File: config.mk
export PLATFORM = sky130hd
export DESIGN_NAME = mbox_sema
export DESIGN_NICKNAME = d
export VERILOG_FILES = /design/src/rtl/mbox_sema_pkg.sv /design/src/rtl/mbox_flag_reg.sv /design/src/rtl/mbox_side_seq.sv /design/src/rtl/mbox_sema.sv
export SDC_FILE = /design/constraint.sdc
export NUM_CORES = 1
export LEC_CHECK = 0
export BUFFER_PORTS_ARGS = -buffer_cell sky130_fd_sc_hd__buf_4
export CORE_ASPECT_RATIO = 0.9
export CORE_UTILIZATION = 40
export DETAILED_ROUTE_END_ITERATION = 10
export GPL_ROUTABILITY_DRIVEN = 0
export GPL_TIMING_DRIVEN = 0
export PLACE_DENSITY = 0.62
export SYNTH_ARGS = -nofsm -noshare
export SYNTH_HDL_FRONTEND = slang
export SYNTH_SLANG_ARGS = --single-unit
File: constraint.sdc
create_clock -name clk_i -period 2 [get_ports clk_i]
set_input_delay 0.1 -clock clk_i [delete_from_list [all_inputs] [get_ports clk_i]]
set_output_delay 0.1 -clock clk_i [all_outputs]
set_load 0.05 [all_outputs]
File: src/rtl/mbox_sema_pkg.sv
package mbox_sema_pkg;
  typedef enum logic [2:0] {
    ST_IDLE,
    ST_CHECK,
    ST_VERIFY,
    ST_GRANT,
    ST_BACKOFF
  } side_st_e;
endpackage

File: src/rtl/mbox_flag_reg.sv
module mbox_flag_reg (
  input  logic clk_i,
  input  logic rst_ni,
  input  logic set_i,
  input  logic clr_i,
  output logic flag_o
);
  always_ff @(posedge clk_i or negedge rst_ni) begin
    if (!rst_ni)    flag_o <= 1'b0;
    else if (clr_i) flag_o <= 1'b0;
    else if (set_i) flag_o <= 1'b1;
  end
endmodule

File: src/rtl/mbox_side_seq.sv
module mbox_side_seq
  import mbox_sema_pkg::*;
#(
  parameter int unsigned BACKOFF = 3
) (
  input  logic clk_i,
  input  logic rst_ni,
  input  logic req_i,
  input  logic rel_i,
  input  logic opp_flag_i,
  output logic set_o,
  output logic clr_o,
  output logic gnt_o
);
  localparam int unsigned CNT_W = (BACKOFF < 2) ? 1 : $clog2(BACKOFF + 1);

  side_st_e st_q, st_d;
  logic [CNT_W-1:0] cnt_q;
  logic cnt_done;

  assign cnt_done = (cnt_q == CNT_W'(BACKOFF - 1));
  assign gnt_o    = (st_q == ST_GRANT);

  always_comb begin
    st_d  = st_q;
    set_o = 1'b0;
    clr_o = 1'b0;
    unique case (st_q)
      ST_IDLE:  if (req_i) st_d = ST_CHECK;
      ST_CHECK: begin
        if (!req_i)          st_d = ST_IDLE;
        else if (opp_flag_i) st_d = ST_BACKOFF;
        else begin
          set_o = 1'b1;
          st_d  = ST_VERIFY;
        end
      end
      ST_VERIFY: begin
        // own flag is now visible; second look at the other side
        if (!req_i) begin
          clr_o = 1'b1;
          st_d  = ST_IDLE;
        end else if (opp_flag_i) begin
          clr_o = 1'b1;
          st_d  = ST_BACKOFF;
        end else begin
          st_d = ST_GRANT;
        end
      end
      ST_GRANT: if (rel_i) begin
        clr_o = 1'b1;
        st_d  = ST_IDLE;
      end
      ST_BACKOFF: begin
        if (!req_i)        st_d = ST_IDLE;
        else if (cnt_done) st_d = ST_CHECK;
      end
      default: st_d = ST_IDLE;
    endcase
  end

  always_ff @(posedge clk_i or negedge rst_ni) begin
    if (!rst_ni) begin
      st_q  <= ST_IDLE;
      cnt_q <= '0;
    end else begin
      st_q  <= st_d;
      cnt_q <= (st_q == ST_BACKOFF) ? cnt_q + 1'b1 : '0;
    end
  end
endmodule

File: src/rtl/mbox_sema.sv
module mbox_sema #(
  parameter int unsigned HOST_BACKOFF  = 3,
  parameter int unsigned LOCAL_BACKOFF = 6
) (
  input  logic clk_i,
  input  logic rst_ni,
  input  logic host_req_i,
  input  logic host_rel_i,
  output logic host_gnt_o,
  input  logic local_req_i,
  input  logic local_rel_i,
  output logic local_gnt_o,
  output logic host_flag_o,
  output logic local_flag_o
);
  localparam int unsigned N_SIDES = 2;

  logic [N_SIDES-1:0] req, rel, gnt, flag, set, clr;

  assign req = {local_req_i, host_req_i};
  assign rel = {local_rel_i, host_rel_i};

  for (genvar i = 0; i < N_SIDES; i++) begin : g_side
    localparam int unsigned BO = (i == 0) ? HOST_BACKOFF : LOCAL_BACKOFF;

    mbox_side_seq #(.BACKOFF(BO)) u_seq (
      .clk_i      (clk_i),
      .rst_ni     (rst_ni),
      .req_i      (req[i]),
      .rel_i      (rel[i]),
      .opp_flag_i (flag[N_SIDES-1-i]),
      .set_o      (set[i]),
      .clr_o      (clr[i]),
      .gnt_o      (gnt[i])
    );

    mbox_flag_reg u_flag (
      .clk_i  (clk_i),
      .rst_ni (rst_ni),
      .set_i  (set[i]),
      .clr_i  (clr[i]),
      .flag_o (flag[i])
    );
  end

  assign host_gnt_o   = gnt[0];
  assign local_gnt_o  = gnt[1];
  assign host_flag_o  = flag[0];
  assign local_flag_o = flag[1];
endmodule

==> results of run 1 <==
[kinds of logic after synthesis]
group	synth area share
AOI/OAI and AO/OA	0.154
xor gates and xnor gates	0.0254
adders and majority gates	0.0544
buffers and inverters	0.0598
DFF	0.471
muxes	0.0163
and+or+nand+nor	0.219
[layout by cell type, fill, tap and decap left out, types with 2 or more instances in the layout]
master    instances
and3_1            3
nor3b_1           2
dfrtp_1          13
nand2_1           2
a31oi_1           2
nor4b_1           2
buf_4             9
nor2_1            8
ha_1              3
clkbuf_4          3
o22ai_1           2
nand3_1           2
buf_2             3
o21ai_0           3
inv_1             7
[power by group]
part	switching [mW]	total, mW	internal, mW
Combinational	0.310	0.527	0.217
Sequential	0.0825	0.429	0.346
Clock	0.0859	0.160	0.0741
Total	0.479	1.12	0.637
[final timing paths]
check	start	end	slack, ns
setup / recovery	g_side[1].u_seq.st_q[1]	local_gnt_o	0.66
hold / removal	host_req_i	g_side[0].u_seq.st_q[2]	0.08
setup reg to reg	g_side[1].u_seq.st_q[1]	g_side[1].u_flag.flag_o	0.77
hold reg to reg	g_side[0].u_seq.cnt_q[0]	g_side[0].u_seq.cnt_q[0]	0.42
max in group asynchronous	rst_ni	g_side[0].u_seq.cnt_q[0]	1.64
min in group asynchronous	rst_ni	g_side[0].u_seq.st_q[0]	0.20
[through the flow]
| step | total power [mW] | utilization | area [um2] | cells | setup WS [ns] |
|---|---|---|---|---|---|
| 3_3_place_gp | 0.952 | 0.514 | 786 | 101 | 0.797 |
| 3_5_place_dp | 0.960 | 0.514 | 786 | 101 | 0.789 |
| 2_1_floorplan | 0.825 | - | 691 | 70 | 0.649 |
| 6_report | 1.12 | 0.538 | 823 | 106 | 0.663 |
| 5_1_grt | 1.21 | 0.538 | 823 | 106 | 0.543 |
| 4_1_cts | 1.13 | 0.538 | 823 | 106 | 0.649 |
[sequential cells by signal, indices dropped and copies added, names as in the netlist]
name and cells:
g_side.u_seq.st_q 6, g_side.u_seq.cnt_q 5, g_side.u_flag.flag_o 2
[Yosys cell counts, drive strengths merged]
master,number,area (um2)
or2b,1,7.51
a31oi,2,12.5
and3,3,18.8
or3b,2,20.0
xor2,1,8.76
nor2,8,30.0
nand4,1,6.26
nor4b,2,17.5
nand3,2,10.0
nor3b,2,15.0
mux2,1,11.3
buf,3,15.0
o22ai,2,12.5
a22o,1,8.76
o32ai,1,8.76
inv,7,26.3
o21ai,3,15.0
ha,3,37.5
nand2b,1,6.26
dfrtp,13,325
xnor2,1,8.76
a311oi,1,8.76
a21bo,1,10.0
nand2,2,7.51
o21a,1,7.51
and2,1,6.26
o31a,1,8.76
a32oi,1,8.76
a21oi,1,5.00
nor2b,1,6.26
[per-layer routing]
layer	track usage	vias to the layer above	part of all wire
met5	0	-	0
met4	0.0529	0	0.013
met3	0.0652	2	0.057
met2	0.200	19	0.45
met1	0.213	241	0.48
li1	-	276	-
[layout make-up]
cell class,instances,area (um2),share of cell area
clock inverter,1,5.00,0.00608
timing repair buffer,10,77.6,0.0942
clock buffer,3,22.5,0.0274
sequential,13,325,0.395
tap,22,27.5,0.0334
buffer,3,15.0,0.0182
multi-input combinational,47,324,0.394
inverter,7,26.3,0.0319
[timing repair]
item	CTS	global route
resized for setup	0	0
hold buffers	1	0
hold endpoints to repair	13	0
==> metrics, run 1 <==
status=complete, no violations; clk sinks=13; Netlist cell types=31; DIE WIDTH=45.8 um; setup TNS=0 ns; CTS root buf=clkbuf_4; DR vias/cell=~5.1; P per Cell Area=1360 nW/um2; Clock Path Buffers=2; IO Count=10; Final period util=0.669; worst hold slack=0.0789 ns; Yosys reg bits=13; grt total ovfl=0; register area share after synthesis=0.471; HPWL after DPL=882 um; Buf/Inv on CP=1; Pre-antenna DRT Iters=4; Clock transition at path regs=roughly 0.08 ns; Final nets=94; Diodes inserted=0; Synthesis Warnings=0; crit path capture type=output port; Hold WC Path Type=primary input to flip-flop; fill count=146; CTS tree=yes; Remaining DRCs=0; startpoint types=flip-flop; vias in the first global route=474; first-pass GRT wire length=between 2000 and 2500 um; slowest CP cell=dfrtp_1; RSZ-0062 raised after global routing=false; f_max=0.748 GHz; Global Route Usage Sum=0.150; I/O Buffers=9; Hold Violations, Final=0; WL/cell=11.5 um; max-slew violation count=0; Max Cap Viol=0; path type of the worst setup path=flip-flop to output port; via count=538; synthesized cell area=691 um2; htree depth=1; Std-Cell Rows=13; Max-slew headroom=0.811; Leak=0.395 nW; CP Data Required Time=1.90 ns; clock skew=0.00402 ns; largest net degree at the start of global routing=14; die area=between 1500 and 2000 um2; worst-margin pin slew=0.279 ns; maximum vdd drop=0.000637 V; Reg2Reg Depth=3; cell count after synthesis=70; clock latency on the worst-skew pair=around 0.27 ns; Crit path depth=3; core area=1530 um2; Final min period=around 1.3 ns; area grow syn2layout=19.2%; Initial Utilization=0.452; Critical Path Max Stage Delay=0.46 ns; # setup viols final=0; TritonCTS Buffers=3; post-CTS setup buffer count=0; WL final=1220 um; synthesized area per cell=9.87 um2; hold path cells=2; crit path cell chain=nor2b_1 > and2_1 > buf_4; CP top delay family=flip-flops; proportion of layout cells with a drive suffix above 1=0.226; Antenna Nets Post-Route=0; WP data arrival=1.24 ns; crit-path max FO=8; Syn Nets=79; Die Y-Extent=41.4 um; initial antenna violation count=0; Starting DRT DRC Count=16
No activity file was read; power rests on OpenSTA's default activity.
==> run 2, diff against run 1 <==
- PLACE_DENSITY: 0.62 -> 0.64
- clock period: 2 -> 1.1 ns (I/O delays scaled with it)
==> metrics, run 2 (synthesis results as in run 1) <==
worst-margin pin slew=0.273 ns (-0.00564 ns); Power Total=2.44 mW (+120%); max-slew violation count=0 (unchanged); Pre-antenna DRT Iters=4 (unchanged); slowest CP cell=dfrtp_2; startpoint types=flip-flop; Clock transition at path regs=0.08 ns (about the same); HPWL after DPL=877 um (-0.53%); Initial Utilization=0.452 (unchanged); Global Route Usage Sum=0.172 (+0.0224); DR vias/cell=5.04 (-0.62%); Diodes inserted=0 (unchanged); initial antenna violation count=0 (unchanged); Final period util=1.09; vias in the first global route=565 (+19%); biggest regs=g_side.u_seq.st_q: 6 flops, g_side.u_seq.cnt_q: 5 flops, g_side.u_flag.flag_o: 2 flops; max FFs per register=6 (unchanged); Die Y-Extent=41.4 um (unchanged); met2 wire length=686 um (+25%); # setup viols final=7 (+7); clock skew=0.00942 ns (+0.00540 ns); RSZ-0062 raised after global routing=true; die area=1900 um2 (unchanged); WL final=1450 um (+19%); Critical Path Max Stage Delay=0.44 ns (-0.02 ns); Clock Path Buffers=2 (unchanged); met3 wire length=65 um (-5.8%); core area=1530 um2 (unchanged); f_max=roughly 0.84 GHz; Starting DRT DRC Count=3 (-13); DR top layer=met4; first-pass GRT wire length=2330 um (+15%); violated checks=negative setup slack; area grow syn2layout=41.5%; Met1 Routed Length=686 um (+18%); commonest cells after routing, fill and taps aside=15 x buf_4, 7 x dfrtp_1, 6 x inv_1, 6 x dfrtp_2; most common cell after layout, fill and taps aside=buf_4; clk sinks=13 (unchanged); WL/cell=12.7 um (+11%); Final Worst Setup Slack=-0.0962 ns (-0.759 ns); WP data arrival=1.39 ns (+0.15 ns); fill count=135 (-7.5%); I/O Buffers=9 (unchanged); Final nets=102 (+8.5%); grt total ovfl=0 (unchanged); Most flops, register=g_side.u_seq.st_q; CTS tree=yes; Leak=0.436 nW (+11%); Buf/Inv on CP=0 (-1); status=finished with violations; Hold WC Path Type=primary input to flip-flop; crit path cell chain=or3b_1 > a311oi_2; TritonCTS Buffers=3 (unchanged); IO Count=10 (unchanged); r2r setup slk=-0.1 ns (-0.87 ns); Final min period=1.20 ns; largest net degree at the start of global routing=14 (unchanged); crit-path max FO=4 (-4); Hold Violations, Final=0 (unchanged); DIE WIDTH=45.8 um (unchanged); CTS root buf=clkbuf_4; htree depth=1 (unchanged); worst hold slack=0.0410 ns (-0.0379 ns); Remaining DRCs=0 (unchanged); clock latency on the worst-skew pair=0.28 ns (about the same); crit path capture type=flip-flop; CP Data Required Time=1.29 ns (-0.61 ns); P per Cell Area=2500 nW/um2 (+84%); path type of the worst setup path=flip-flop to flip-flop; proportion of layout cells with a drive suffix above 1=0.478 (+0.252); fin util=0.639 (+0.101); CP top delay family=flip-flops; Std-Cell Rows=13 (unchanged); Max-slew headroom=0.817 (+0.00558); Antenna Nets Post-Route=0 (unchanged); maximum vdd drop=0.00126 V (+97%); via count=575 (+6.9%); Max Cap Viol=0 (unchanged)
-- run 2: metrics by stage --
stage,instance area (um2),setup slack [ns],cells,setup TNS [ns]
after floorplan,706,-0.148,70,-0.404
after global placement,801,-0.105,101,-0.287
after detailed placement,801,-0.119,101,-0.392
after CTS,911,-0.0958,112,-0.477
after global routing,977,-0.147,114,-0.896
final,977,-0.0962,114,-0.521
-- run 2: report_power, final --
| part | leakage [nW] | internal (mW) | switching, mW |
|---|---|---|---|
| Clock | 0.0150 | 0.141 | 0.155 |
| Sequential | 0.164 | 0.651 | 0.196 |
| Combinational | 0.258 | 0.634 | 0.664 |
| Total | 0.436 | 1.43 | 1.02 |
-- run 2: what timing repair did --
action | 4_1_cts | 5_1_grt
setup endpoints to repair | 7 | 13
hold endpoints to repair | 13 | 1
pin swaps | 4 | 1
cloned | 0 | 0
hold buffers | 1 | 1
resized for setup | 13 | 11
buffers inserted | 8 | 1
-- run 2: cell type report --
type	count	area (um2)	share of cell area
repair buffers	20	170	0.174
plain buffers	1	7.51	0.00768
inverters	7	26.3	0.0269
flip-flops and latches	13	333	0.341
clock buffers	4	26.3	0.0269
multi-input cells	47	387	0.396
well taps	22	27.5	0.0282
-- run 2: worst paths after layout --
kind / start / to / depth (start not counted)
hold reg to reg: g_side[0].u_seq.cnt_q[0] / g_side[0].u_seq.cnt_q[0] / 1
hold / removal: local_req_i / g_side[1].u_seq.st_q[2] / 2
setup / recovery: g_side[1].u_seq.st_q[1] / g_side[1].u_seq.st_q[1] / 2
setup reg to reg: g_side[1].u_seq.st_q[1] / g_side[1].u_seq.st_q[1] / 2
max in group asynchronous: rst_ni / g_side[1].u_seq.st_q[2] / 2
min in group asynchronous: rst_ni / g_side[0].u_seq.st_q[2] / 2
-- run 2: metal layers --
| metal | up-vias | track usage |
|---|---|---|
| met1 | 270 | 0.208 |
| met5 | - | 0 |
| met3 | 2 | 0.0783 |
| met2 | 12 | 0.266 |
| met4 | 0 | 0.0588 |
| li1 | 291 | - |
